[src/rtl/pwr_wake_pkg.sv]
package pwr_wake_pkg;
    typedef enum logic [1:0] {
        ST_RUN   = 2'd0,
        ST_IDLE  = 2'd1,
        ST_SLEEP = 2'd2,
        ST_START = 2'd3
    } pwr_state_e;

    localparam int CAUSE_W   = 3;
    localparam int CAUSE_IRQ = 0;
    localparam int CAUSE_RST = 1;
    localparam int CAUSE_WDT = 2;
endpackage

[src/rtl/pwr_wake_eval.sv]
module pwr_wake_eval #(
    parameter int PRIO_W = 3
) (
    input  logic              irq_valid,
    input  logic [PRIO_W-1:0] irq_prio,
    input  logic [PRIO_W-1:0] cpu_prio,
    input  logic              reset_req,
    input  logic              wdt_timeout,
    output logic              irq_wake,
    output logic              irq_low,
    output logic              any_wake
);
    // Interrupt must strictly outrank the core to resume it
    always_comb begin
        irq_wake = irq_valid && (irq_prio > cpu_prio);
        irq_low  = irq_valid && !irq_wake;
        any_wake = irq_wake || reset_req || wdt_timeout;
    end
endmodule

[src/rtl/pwr_osc_timer.sv]
module pwr_osc_timer #(
    parameter int DLY_W = 8
) (
    input  logic             clk,
    input  logic             rst_n,
    input  logic             load,
    input  logic [DLY_W-1:0] load_val,
    input  logic             run,
    output logic             done
);
    logic [DLY_W-1:0] cnt_q;

    always_ff @(posedge clk or negedge rst_n) begin
        if (!rst_n) begin
            cnt_q <= '0;
        end else if (load) begin
            cnt_q <= load_val;
        end else if (run && (cnt_q != '0)) begin
            cnt_q <= cnt_q - DLY_W'(1);
        end
    end

    assign done = (cnt_q == '0);
endmodule

[src/rtl/pwr_cause_reg.sv]
module pwr_cause_reg #(
    parameter int CAUSE_W = 3
) (
    input  logic               clk,
    input  logic               rst_n,
    input  logic [CAUSE_W-1:0] set_vec,
    input  logic               clr,
    output logic [CAUSE_W-1:0] cause
);
    // Set wins over a clear in the same cycle
    always_ff @(posedge clk or negedge rst_n) begin
        if (!rst_n) begin
            cause <= '0;
        end else if (clr) begin
            cause <= set_vec;
        end else begin
            cause <= cause | set_vec;
        end
    end
endmodule

[src/rtl/pwr_clk_gate.sv]
module pwr_clk_gate
    import pwr_wake_pkg::*;
#(
    parameter int NUM_PERIPH = 4
) (
    input  pwr_state_e            state,
    input  logic [NUM_PERIPH-1:0] stop_in_idle,
    output logic                  cpu_clk_en,
    output logic                  sys_clk_en,
    output logic                  pb_clk_en,
    output logic [NUM_PERIPH-1:0] periph_clk_en
);
    logic in_idle;

    always_comb begin
        in_idle = 1'b0;
        unique case (state)
            ST_RUN: begin
                cpu_clk_en = 1'b1;
                sys_clk_en = 1'b1;
                pb_clk_en  = 1'b1;
            end
            ST_IDLE: begin
                cpu_clk_en = 1'b0;
                sys_clk_en = 1'b1;
                pb_clk_en  = 1'b1;
                in_idle    = 1'b1;
            end
            ST_SLEEP, ST_START: begin
                cpu_clk_en = 1'b0;
                sys_clk_en = 1'b0;
                pb_clk_en  = 1'b0;
            end
            default: begin
                cpu_clk_en = 1'b0;
                sys_clk_en = 1'b0;
                pb_clk_en  = 1'b0;
            end
        endcase
    end

    for (genvar i = 0; i < NUM_PERIPH; i++) begin : g_periph
        assign periph_clk_en[i] = pb_clk_en && !(in_idle && stop_in_idle[i]);
    end
endmodule

[src/rtl/pwr_wake_ctrl.sv]
module pwr_wake_ctrl
    import pwr_wake_pkg::*;
#(
    parameter int PRIO_W     = 3,
    parameter int NUM_PERIPH = 4,
    parameter int DLY_W      = 8
) (
    input  logic                  clk,
    input  logic                  rst_n,
    input  logic                  wait_strobe,
    input  logic                  sleep_en,
    input  logic [PRIO_W-1:0]     cpu_prio,
    input  logic                  irq_valid,
    input  logic [PRIO_W-1:0]     irq_prio,
    input  logic                  reset_req,
    input  logic                  wdt_timeout,
    input  logic [NUM_PERIPH-1:0] stop_in_idle,
    input  logic                  osc_needs_start,
    input  logic [DLY_W-1:0]      start_dly,
    input  logic                  cause_clr,
    output logic                  cpu_clk_en,
    output logic                  sys_clk_en,
    output logic                  pb_clk_en,
    output logic [NUM_PERIPH-1:0] periph_clk_en,
    output logic [2:0]            wake_cause,
    output logic [1:0]            pwr_state
);
    pwr_state_e           state_q, state_d;
    logic                 irq_wake, irq_low, any_wake;
    logic                 need_delay, tmr_load, tmr_done, take_wake;
    logic [DLY_W-1:0]     dly_m1;
    logic [CAUSE_W-1:0]   cause_set;

    pwr_wake_eval #(.PRIO_W(PRIO_W)) u_eval (
        .irq_valid   (irq_valid),
        .irq_prio    (irq_prio),
        .cpu_prio    (cpu_prio),
        .reset_req   (reset_req),
        .wdt_timeout (wdt_timeout),
        .irq_wake    (irq_wake),
        .irq_low     (irq_low),
        .any_wake    (any_wake)
    );

    assign need_delay = osc_needs_start && (start_dly != '0);
    assign dly_m1     = start_dly - DLY_W'(1);

    pwr_osc_timer #(.DLY_W(DLY_W)) u_tmr (
        .clk      (clk),
        .rst_n    (rst_n),
        .load     (tmr_load),
        .load_val (dly_m1),
        .run      (state_q == ST_START),
        .done     (tmr_done)
    );

    // Next-state and transition decode
    always_comb begin
        state_d   = state_q;
        tmr_load  = 1'b0;
        take_wake = 1'b0;
        unique case (state_q)
            ST_RUN: begin
                if (wait_strobe) begin
                    if (any_wake) begin
                        take_wake = 1'b1;               // wake beats entry
                    end else if (sleep_en) begin
                        state_d = ST_SLEEP;             // enter_sleep
                    end else begin
                        state_d = ST_IDLE;              // enter_idle
                    end
                end
            end
            ST_IDLE: begin
                if (any_wake) begin
                    take_wake = 1'b1;
                    state_d   = ST_RUN;                 // idle_wake
                end
            end
            ST_SLEEP: begin
                if (any_wake) begin
                    take_wake = 1'b1;
                    if (need_delay) begin
                        tmr_load = 1'b1;
                        state_d  = ST_START;            // sleep_wake_slow
                    end else begin
                        state_d  = ST_RUN;              // sleep_wake
                    end
                end else if (irq_low) begin
                    state_d = ST_IDLE;                  // sleep_demote
                end
            end
            ST_START: begin
                if (tmr_done) begin
                    state_d = ST_RUN;                   // osc_ready
                end
            end
            default: state_d = ST_RUN;
        endcase
    end

    always_ff @(posedge clk or negedge rst_n) begin
        if (!rst_n) begin
            state_q <= ST_RUN;
        end else begin
            state_q <= state_d;
        end
    end

    always_comb begin
        cause_set            = '0;
        cause_set[CAUSE_IRQ] = take_wake && irq_wake;
        cause_set[CAUSE_RST] = take_wake && reset_req;
        cause_set[CAUSE_WDT] = take_wake && wdt_timeout;
    end

    pwr_cause_reg #(.CAUSE_W(CAUSE_W)) u_cause (
        .clk     (clk),
        .rst_n   (rst_n),
        .set_vec (cause_set),
        .clr     (cause_clr),
        .cause   (wake_cause)
    );

    pwr_clk_gate #(.NUM_PERIPH(NUM_PERIPH)) u_gate (
        .state         (state_q),
        .stop_in_idle  (stop_in_idle),
        .cpu_clk_en    (cpu_clk_en),
        .sys_clk_en    (sys_clk_en),
        .pb_clk_en     (pb_clk_en),
        .periph_clk_en (periph_clk_en)
    );

    assign pwr_state = state_q;
endmodule

[config.mk]
export PLATFORM = sky130hd
export DESIGN_NAME = pwr_wake_ctrl
export DESIGN_NICKNAME = d
export VERILOG_FILES = /design/src/rtl/pwr_wake_pkg.sv /design/src/rtl/pwr_wake_eval.sv /design/src/rtl/pwr_osc_timer.sv /design/src/rtl/pwr_cause_reg.sv /design/src/rtl/pwr_clk_gate.sv /design/src/rtl/pwr_wake_ctrl.sv
export SDC_FILE = /design/constraint.sdc
export NUM_CORES = 1
export LEC_CHECK = 0
export ABC_AREA = 1
export BUFFER_PORTS_ARGS = -buffer_cell sky130_fd_sc_hd__buf_2
export CAP_MARGIN = 20
export CORE_MARGIN = 4
export CORE_UTILIZATION = 54
export DETAILED_ROUTE_END_ITERATION = 10
export PLACE_DENSITY = 0.84
export SYNTH_ARGS = -nofsm -noshare
export SYNTH_HDL_FRONTEND = slang
export SYNTH_SLANG_ARGS = --single-unit
[constraint.sdc]
create_clock -name clk -period 6.55 [get_ports clk]
set_clock_uncertainty 0.2 [all_clocks]
set_input_delay 1.965 -clock clk [delete_from_list [all_inputs] [get_ports clk]]
set_output_delay 1.965 -clock clk [all_outputs]
set_load 0.05 [all_outputs]
Word level (Yosys, flattened, before mapping)
Cells that the tools add are included.
{"block": "classes", "n_reduce_logical": 32, "order_cmp": 1, "addsub": 2, "muxes": 21, "n_bitwise": 1, "eq_ne": 8}
{"operator": "2-bit two-way mux", "count": 8}
{"operator": "8-bit two-way mux", "count": 2}
{"operator": "8-bit nonzero test", "count": 2}
{"operator": "8-bit by 1-bit subtractor with 8-bit output, second input constant", "count": 2}
{"operator": "1-bit logical AND", "count": 15}
{"operator": "8-bit zero test", "count": 1}
{"operator": "2-bit != test, second input constant", "count": 4}
{"operator": "2-bit case mux with 4 select lines", "count": 1}
{"operator": "1-bit two-way mux", "count": 6}
{"operator": "1-bit case mux with 2 select lines", "count": 3}
{"operator": "2-bit OR reduction", "count": 3}
{"operator": "1-bit zero test", "count": 5}
{"operator": "5-bit AND reduction", "count": 1}
{"operator": "2-bit == test, second input constant", "count": 2}
{"operator": "3-bit greater-than comparator", "count": 1}
{"operator": "3-bit two-way mux", "count": 1}
{"operator": "3-bit != test, second input constant", "count": 1}
{"operator": "3-bit OR", "count": 1}
{"operator": "3-bit OR reduction", "count": 1}
{"operator": "2-bit by 1-bit == test with 1-bit output, second input constant", "count": 1}
{"operator": "2-bit zero test", "count": 1}
{"operator": "1-bit logical OR", "count": 2}
{"operator": "2-bit nonzero test", "count": 1}
{"block": "word_totals", "register_bits": 13, "word_cells": 68, "out_inout_bits": 12, "inputBits": 27}

Depth between registers and ports, before layout
Gate-level depths: netlist (run 1).
{"block": "logic_depth", "depth_word": 10, "depth_mapped": 17, "ltp_nobuf": 17}

Cells and area by module
Synthesis (run 1) repeated with hierarchy kept, for this count alone.
{"block": "hier_totals", "hier_cells": 196, "area_unflattened_um2": 1280.0}
{"mod": "pwr_osc_timer", "n_inst": 1, "cells_per_inst": 93, "seq_area_each_um2": 200.2, "area_each_um2": 596.8}
{"mod": "pwr_wake_ctrl", "n_inst": 1, "cells_per_inst": 67, "seq_area_each_um2": 50.0, "area_each_um2": 431.7}
{"mod": "pwr_cause_reg", "n_inst": 1, "cells_per_inst": 13, "seq_area_each_um2": 75.1, "area_each_um2": 112.6}
{"mod": "pwr_wake_eval", "n_inst": 1, "cells_per_inst": 16, "seq_area_each_um2": 0.0, "area_each_um2": 103.8}
{"mod": "pwr_clk_gate", "n_inst": 1, "cells_per_inst": 7, "seq_area_each_um2": 0.0, "area_each_um2": 35.0}

Worst setup path before layout (run 1)
OpenSTA, ideal clock, no wires.
{"block": "synth_timing", "kind": "input -> output", "startpoint": "input stop_in_idle[0]", "endpoint": "output periph_clk_en[0]", "arrival_time_ns": 2.405, "path_stages": 3, "slack_ns": 1.980, "required_time_ns": 4.385, "path_buffers": 0, "path_cell_list": "nand2_1 nand2_1 inv_1"}
{"block": "synth_via", "elab_chain_len": 3}
{"element": "from (decl)", "line": "pwr_wake_ctrl.sv:17", "text": "input logic [NUM_PERIPH-1:0] stop_in_idle,"}
{"element": "1-bit logical AND", "line": "pwr_clk_gate.sv:43", "text": "assign periph_clk_en[i] = pb_clk_en && !(in_idle && stop_in_idle[i]);"}
{"element": "1-bit zero test", "line": "pwr_clk_gate.sv:43"}
{"element": "1-bit logical AND", "line": "pwr_clk_gate.sv:43"}
{"element": "to (decl)", "line": "pwr_wake_ctrl.sv:24", "text": "output logic [NUM_PERIPH-1:0] periph_clk_en,"}
Every way passes these cells.

Final worst setup path (run 1)
{"block": "layout_timing", "startpoint": "input stop_in_idle[2]", "endpoint": "output periph_clk_en[2]"}
Same word-level chain as after synthesis.

==> impl_metrics.ini, run 1 <==
[status]
outcome = finished, final reports clean

[min_path]
hold_depth = 2
hold_start = u_tmr.cnt_q[5]
min_path_type = flop to flop
hold_path_end = u_tmr.cnt_q[5]

[clock_network]
ctsResizeCount = 0
cts_tree = yes
clock_path_buffers = 2
cts_hold_buf = 0
htreeDepth = 1
cts_buffers = 3
cts_setup_buffers = 0
path_clk_slew_ns = 0.07
cts_root_buf = clkbuf_4
clock_latency_ns = 0.26
clock_sinks = 13

[die]
coreArea_mm2 = 0.00206
die_width_um = 55.6
die_area_mm2 = 0.00309
die_y_um = 55.6
initial_core_util_pct = 59.2
io_pins = 39
num_rows = 16

[route]
via_per_inst = 4.95
drt_iter0_markers = 37
drt-wirelength-per-cell_um = 11.0
drc = 0
routed_wl_um = 2660
first_pass_iters = 4
ant_nets = 0
num_vias = 1204

[placement]
gp_congestion = 0.872
hpwl_um = 2320
io_buffer_count = 38
place_area_mm2 = 0.00140

[global_route]
antenna_found_initial = 0
grt_usage_pct = 18.3
gr-total-overflow = 0
grt_pass1_vias = 1118
grt_pass1_wl_um = 4640
grt_max_degree = 14

[synthesis]
synthArstFlopShare_pct = 100
muxShareOfSynthArea_pct = 0.922
synth_flop_cell = dfrtp_1
synth_edf_count = 0
ys_seq_area_share_pct = 26.6
synth_adder_area_share_pct = 9.22
ys_ff_latch = 13
synth.distinct_cells = 25
synthCells = 179
syn_nets = 215
synth_top_family_by_area = simple AND/OR/NAND/NOR gates
synth_xor_area_share_pct = 0
synth.avg_cell_area_um2 = 6.82
synth_compound_area_share_pct = 9.94
synth_commonest_cells = nand2_1 (44), inv_1 (31), nand3_1 (19)
yosys.area_share.simple_pct = 40.0
yosys_warnings = 0
post-synth-top-count-cell = nand2_1
synth_top_area_share_pct = 26.6
synth.area.top_cells = dfrtp_1 (27%), nand2_1 (14%), inv_1 (9.5%)
synth_area_mm2 = 0.00122
synth_largest_area_cell = dfrtp_1

[sta]
grt_setup_unrepaired = false
slew_violations = 0
worst_pin_slew_ns = 0.436
setup_viol = 0
max_freq_mhz = 215
timing.slew.headroom_pct = 70.8
fin_crit_sh_pct = 70.9
setup_tns_ns = 0
holdWs_ns = 0.296
hold_viol = 0
min_period_ns = 4.64

[power]
peakVddDrop_uv = 368
p_per_area_mw_per_mm2 = 506
finalPower_w = 0.000721
p_leak_nw = 0.816

[setup_path]
critPathCaptureType = output port
path_class = primary input to output port
rr_startpoint = pwr_state[0]
worst_setup_path_start_kind = primary input
critical_path.max_fanout = 1
r2r_setup_slack_ns = 3.89
worst_ep_required_time_ns = 4.39
reg2reg_to = u_tmr.cnt_q[6]
worstPathArrival_ns = 2.48
reg2regPathDepth = 14

[job]
cap_violations = 0

[cells_and_area]
finalNetCount = 253
antenna_cells = 0
final_util_pct = 69.1
fin_area_mm2 = 0.00143
areaGrowthSynthToFinish_pct = 16.7
final_layout_size_suffix_gt1_share_pct = 27.3
nFillCells = 194
cell usage in the layout, fill, tap and decap left out, types with 2 or more instances in the layout:
cell type	count
a21oi_1	5
buf_2	38
clkbuf_4	3
dfrtp_1	13
ha_1	9
inv_1	31
nand2_1	44
nand2_2	8
nand2_4	3
nand3_1	19
nand3_2	2
nand3b_1	3
nor2_1	13
nor2_2	3
o21ai_0	12
sequential cells by signal, summed over array words and instances, names as in the netlist:
name / flops
u_tmr.cnt_q: 8
u_cause.cause: 3
pwr_state: 2
worst max-delay path by stage:
stage	start	end	slack, ns	depth (start not counted)
3_5_place_dp	stop_in_idle[0]	periph_clk_en[0]	1.91	5
5_1_grt	stop_in_idle[0]	periph_clk_en[0]	1.86	5
2_1_floorplan	stop_in_idle[0]	periph_clk_en[0]	1.98	3
3_3_place_gp	stop_in_idle[0]	periph_clk_en[0]	1.93	5
4_1_cts	stop_in_idle[0]	periph_clk_en[0]	1.91	5
6_report	stop_in_idle[2]	periph_clk_en[2]	1.91	5
area by class of cell:
type | instances | area, um2 | share of cell area, %
timing repair buffer | 38 | 190 | 13.3
sequential | 13 | 325 | 22.8
inverter | 31 | 116 | 8.17
multi-input combinational | 130 | 733 | 51.4
clock buffer | 4 | 26.3 | 1.84
tap | 27 | 33.8 | 2.37
where the power goes:
| part | total (W) | internal (W) | switching [W] | leakage (nW) |
|---|---|---|---|---|
| clock network | 0.0000454 | 0.0000235 | 0.0000219 | 0.0150 |
| registers | 0.000145 | 0.000120 | 0.0000254 | 0.158 |
| logic | 0.000531 | 0.000146 | 0.000384 | 0.643 |
cell families (layout without fill, tap and decap cells):
logic type	after synthesis	count (layout)
simple gates	98	98
fa+ha+maj	9	9
flops	13	13
buf+inv	36	73
mux	1	1
compound gates	22	22
per-stage QoR:
step           cells  worst slack [ns]
6_report         243              1.91
3_5_place_dp     239              1.91
4_1_cts          243              1.91
2_1_floorplan    179              1.98
3_3_place_gp     239              1.93
5_1_grt          243              1.86
worst max-delay path: stages:
cell     delay [ns]
buf_2          0.10
nand2_1        0.04
nand2_1        0.05
inv_1          0.07
buf_2          0.25
per-layer routing:
layer / share of wire (%) / up-vias / GRT usage (%)
met3: 5.4 / 2 / 2.80
met2: 46 / 32 / 29.2
li1: - / 640 / -
met4: 0.38 / 0 / 5.21
met1: 48 / 530 / 25.3
met5: 0 / - / 0
Note: power is estimated with default switching activity, not from simulation.
==> inputs of run 2 (changes only) <==
- CORE_UTILIZATION: 54 -> 51
- PLACE_DENSITY: 0.84 -> 0.8
- clock period: 6.55 -> 4.6 ns (I/O delays scaled with it)
==> impl_metrics.ini, run 2 (synthesis results as in run 1) <==
[clock_network]
cts_setup_buffers = 0
clock_path_buffers = 2
htreeDepth = 1
clock_latency_ns = 0.27
cts_hold_buf = 0
cts_root_buf = clkbuf_4
ctsResizeCount = 0
cts_tree = yes
path_clk_slew_ns = 0.08
clock_sinks = 13
cts_buffers = 3

[placement]
hpwl_um = 2340
dp.cells = 240
gp_congestion = 0.891
io_buffer_count = 38

[setup_path]
reg2regPathDepth = 14
worst_ep_required_time_ns = 3.02
worstPathArrival_ns = 1.89
path_class = primary input to output port
critPathCaptureType = output port
worst_setup_path_start_kind = primary input
critical_path.max_fanout = 1

[job]
cap_violations = 0

[route]
drt_iter0_markers = 75
ant_nets = 0
routed_wl_um = 2830
drc = 0
num_vias = 1258
first_pass_iters = 4
drt-wirelength-per-cell_um = 11.6
via_per_inst = 5.16

[global_route]
grt_usage_pct = 18.1
antenna_found_initial = 0
grt_pass1_vias = 1090
grt_pass1_wl_um = 4750
gr-total-overflow = 0
grt_max_degree = 14

[power]
p_sw_share_pct = 60.4
seqPwrFrac_pct = 19.9
p_leak_nw = 0.816
peakVddDrop_uv = 751
p_per_area_mw_per_mm2 = 729
combPwrFrac_pct = 73.4
power_switching_w = 0.000628
power_frac_clock_pct = 6.6
internal-power_w = 0.000412

[cells_and_area]
antenna_cells = 0
layout.cells.non_filler = 244
final_layout_size_suffix_gt1_share_pct = 27.3
final_cell_mix = nand2_1 (44), buf_2 (38), inv_1 (31)
top_register = u_tmr.cnt_q
final_util_pct = 63.3
finalNetCount = 253
layout_commonest_cell = nand2_1
largest_reg_flops = 8
areaGrowthSynthToFinish_pct = 16.8

[sta]
max_freq_mhz = 288
holdWs_ns = 0.298
setup_viol = 0
slew_violations = 0
setup_tns_ns = 0
worst_pin_slew_ns = 0.443
timing.slew.headroom_pct = 70.4
fin_crit_sh_pct = 75.5
grt_setup_unrepaired = false
min_period_ns = 3.47
hold_viol = 0

[die]
num_rows = 17
die_width_um = 56.9
coreArea_mm2 = 0.00225
io_pins = 39
die_y_um = 56.9
initial_core_util_pct = 54.2
die_area_mm2 = 0.00324

[status]
outcome = finished, final reports clean

[min_path]
min_path_type = flop to flop
hold_depth = 2
==> run 2: cell counts in the layout (fill, tap and decap cells not counted) <==
Identical to the previous run, type by type.
==> run 2: layer usage <==
| layer | global-route usage [%] | share of wire, % | up-vias |
|---|---|---|---|
| li1 | - | - | 636 |
| met1 | 25.7 | 45 | 570 |
| met2 | 28.1 | 47 | 50 |
| met3 | 3.39 | 8.0 | 2 |
| met4 | 4.97 | 0.071 | 0 |
| met5 | 0 | 0 | - |
==> run 2: final timing paths <==
path                                 start          endpoint  slack, ns
min reg2reg                 u_tmr.cnt_q[5]    u_tmr.cnt_q[5]       0.30
min in group asynchronous            rst_n    u_tmr.cnt_q[4]       0.78
max in group asynchronous            rst_n  u_cause.cause[1]       3.19
max                        stop_in_idle[3]  periph_clk_en[3]       1.13
min                         u_tmr.cnt_q[5]    u_tmr.cnt_q[5]       0.30
max reg2reg                   pwr_state[0]    u_tmr.cnt_q[6]       1.97
==> run 2: critical path: stages <==
cell and delay [ns]:
buf_2 0.10, nand2_1 0.05, nand2_1 0.05, inv_1 0.06, buf_2 0.25
==> run 2: through the flow <==
step	power, W	setup WS (ns)	area, um2
global placement	0.000963	1.02	1400
floorplan	0.000824	0.671	1220
global route	0.00113	1.07	1430
finish	0.00104	1.13	1430
detailed placement	0.000969	0.975	1400
CTS	0.00104	1.12	1430
==> run 2: power by group through the flow <==
stage / registers (W) / logic, W / clock network [W]
2_1_floorplan: 0.000275 / 0.000548 / 0
3_3_place_gp: 0.000206 / 0.000757 / 0
3_5_place_dp: 0.000209 / 0.000760 / 0
4_1_cts: 0.000207 / 0.000763 / 0.0000726
5_1_grt: 0.000217 / 0.000839 / 0.0000781
6_report: 0.000207 / 0.000764 / 0.0000687
==> run 2: cell type report <==
| cell class | count | area [um2] |
|---|---|---|
| fillers | 217 | 828 |
| multi-input cells | 130 | 733 |
| flip-flops and latches | 13 | 325 |
| repair buffers | 38 | 190 |
| inverters | 31 | 116 |
| well taps | 28 | 35.0 |
| clock buffers | 4 | 26.3 |
==> inputs of run 3 (changes only) <==
- ABC_AREA: 1 -> 0
- CORE_UTILIZATION: 51 -> 48
- PLACE_DENSITY: 0.8 -> 0.78
- clock period: 4.6 -> 3.3 ns (I/O delays scaled with it)
==> impl_metrics.ini, run 3 <==
[power]
peakVddDrop_uv = 721
p_sw_share_pct = 56.1
power_frac_clock_pct = 8.0
p_leak_nw = 0.620
p_per_area_mw_per_mm2 = 902
internal-power_w = 0.000548
power_switching_w = 0.000700
finalPower_w = 0.00125
combPwrFrac_pct = 66.5
seqPwrFrac_pct = 25.4

[synthesis]
synthArstFlopShare_pct = 100
synth_edf_count = 0
synth_top_area_share_pct = 30.8
synth_flop_cell = dfrtp_1
synth.avg_cell_area_um2 = 9.33
ys_ff_latch = 13
synth.area.top_cells = dfrtp_1 (31%), ha_1 (11%), mux2i_1 (5.7%)
synth_largest_area_cell = dfrtp_1
synthCells = 113
syn_nets = 149
synth.distinct_cells = 37
synth_commonest_cells = inv_1 (15), dfrtp_1 (13), nand2_1 (10)
yosys_warnings = 0
post-synth-top-count-cell = inv_1
synth_area_mm2 = 0.00105
ys_seq_area_share_pct = 30.8

[placement]
io_buffer_count = 38
hpwl_um = 1960
gp_congestion = 0.726
dpl_worst_slack_ns = -0.168
dp.cells = 181
place_area_mm2 = 0.00136

[cells_and_area]
layout.cells.non_filler = 185
antenna_cells = 0
finalNetCount = 195
largest_reg_flops = 8
top_register = u_tmr.cnt_q
layout_commonest_cell = buf_2
areaGrowthSynthToFinish_pct = 31.2
final_cell_mix = buf_2 (38), dfrtp_1 (13), inv_1 (12)
final_layout_size_suffix_gt1_share_pct = 41.8
final_util_pct = 68.4
fin_area_mm2 = 0.00138

[sta]
min_period_ns = 3.14
worst_pin_slew_ns = 0.458
final.setup.worst_slack_ns = 0.164
setup_viol = 0
slew_violations = 0
hold_viol = 0
grt_setup_unrepaired = false
timing.slew.headroom_pct = 69.4
max_freq_mhz = 319
fin_crit_sh_pct = 95.0

[setup_path]
endpoint = u_tmr.cnt_q[6]
cpPeakStageDelay_ns = 0.35
worstPathArrival_ns = 3.10
reg2reg_to = u_tmr.cnt_q[6]
crit_path_start = cpu_prio[2]
worst_setup_path_start_kind = primary input
reg2regPathDepth = 10
crit_slowest_cell = a211o_4
critical_path.max_fanout = 5
rr_startpoint = pwr_state[0]
r2r_setup_slack_ns = 0.91
cp_common_cell = mux2i_1
critPathCaptureType = flop
worst_ep_required_time_ns = 3.26
path_cells = buf_2 -> inv_8 -> ha_4 -> nand3b_1 -> a211o_4 -> a211oi_4 -> mux2i_1 -> ha_2 -> nand2_2 -> nor3_2 -> xnor2_1 -> mux2i_1
path_class = primary input to flop

[clock_network]
clock_sinks = 13
clock_latency_ns = 0.28
cts_tree = yes
cts_root_buf = clkbuf_4
cts_buffers = 3
htreeDepth = 1
ctsResizeCount = 0
path_clk_slew_ns = 0.08
cts_setup_buffers = 0
clock_path_buffers = 2

[die]
die_y_um = 54.9
coreArea_mm2 = 0.00202
io_pins = 39
num_rows = 16
initial_core_util_pct = 52.2
die_width_um = 54.9
die_area_mm2 = 0.00301

[min_path]
min_path_type = flop to flop

[route]
num_vias = 969
via_per_inst = 5.24
drt-wirelength-per-cell_um = 12.4
drt_iter0_markers = 14
ant_nets = 0
wl_met3_um = 184
dr_wl_met2_um = 1040
first_pass_iters = 4
m1WireLength_um = 1040
routed_wl_um = 2290
highest_layer = met4
drc = 0

[global_route]
antenna_found_initial = 0
grt_max_degree = 14
grt_pass1_wl_um = 3640
grt_usage_pct = 16.8
gr-total-overflow = 0
grt_pass1_vias = 887

[status]
outcome = finished, final reports clean

[job]
cap_violations = 0
==> run 3: worst max-delay path: cells and delay by family <==
kind,cells,cell delay (ns)
and+or+nand+nor,3,0.35
AOI/OAI and AO/OA,2,0.66
buffers and inverters,2,0.16
muxes,2,0.32
adders and majority gates,2,0.49
xor gates and xnor gates,1,0.13
==> run 3: per-layer routing <==
| metal | global-route usage [%] | up-vias |
|---|---|---|
| met4 | 6.22 | 0 |
| met5 | 0 | - |
| met1 | 19.3 | 441 |
| met3 | 1.63 | 2 |
| li1 | - | 490 |
| met2 | 31.5 | 36 |
==> run 3: power groups by stage <==
| stage | combinational, W | sequential [W] | clock [W] |
|---|---|---|---|
| after floorplan | 0.000564 | 0.000404 | 0 |
| after global placement | 0.000821 | 0.000314 | 0 |
| after CTS | 0.000837 | 0.000316 | 0.000102 |
| final | 0.000830 | 0.000317 | 0.000100 |
| after detailed placement | 0.000833 | 0.000320 | 0 |
| after global routing | 0.000904 | 0.000326 | 0.000110 |
==> run 3: through the flow <==
step                      hold slack (ns)  setup TNS (ns)
after detailed placement            0.323          -0.291
after global placement              0.308          -0.184
after floorplan                     0.333          -0.173
after CTS                           0.335               0
final                               0.332               0
after global routing                0.371               0
==> run 3: timing repair <==
action                                  4_1_cts  5_1_grt
endpoints found under the setup margin        0        1
hold endpoints to repair                      0        0
hold buffers                                  0        0
==> run 3: cell families (layout without fill, tap and decap cells) <==
kind of cell               Yosys count  count (layout)  share of synthesized area [%]
DFF                                 13              13                           30.8
xor gates and xnor gates             9               9                           7.47
and+or+nand+nor                     29              29                           15.3
muxes                                7               7                           6.76
AOI/OAI and AO/OA                   29              29                           21.8
adders and majority gates            9               9                           10.7
buffers and inverters               17              62                           7.12
==> run 3: area by class of cell <==
cell class	instances	area (um2)
Fill cell	169	638
Inverter	15	68.8
Clock buffer	4	26.3
Tap cell	27	33.8
Multi-Input combinational cell	83	702
Timing Repair Buffer	43	228
Sequential cell	13	325
==> run 3: how the worst min path moves through the flow <==
| stage | start | to | slack, ns | cells past startpoint |
|---|---|---|---|---|
| after floorplan | u_tmr.cnt_q[7] | u_tmr.cnt_q[7] | 0.33 | 2 |
| after global placement | u_cause.cause[0] | u_cause.cause[0] | 0.31 | 2 |
| after CTS | u_cause.cause[2] | u_cause.cause[2] | 0.33 | 2 |
| after global routing | u_cause.cause[0] | u_cause.cause[0] | 0.37 | 2 |
| after detailed placement | u_cause.cause[2] | u_cause.cause[2] | 0.32 | 2 |
| final | u_cause.cause[2] | u_cause.cause[2] | 0.33 | 2 |
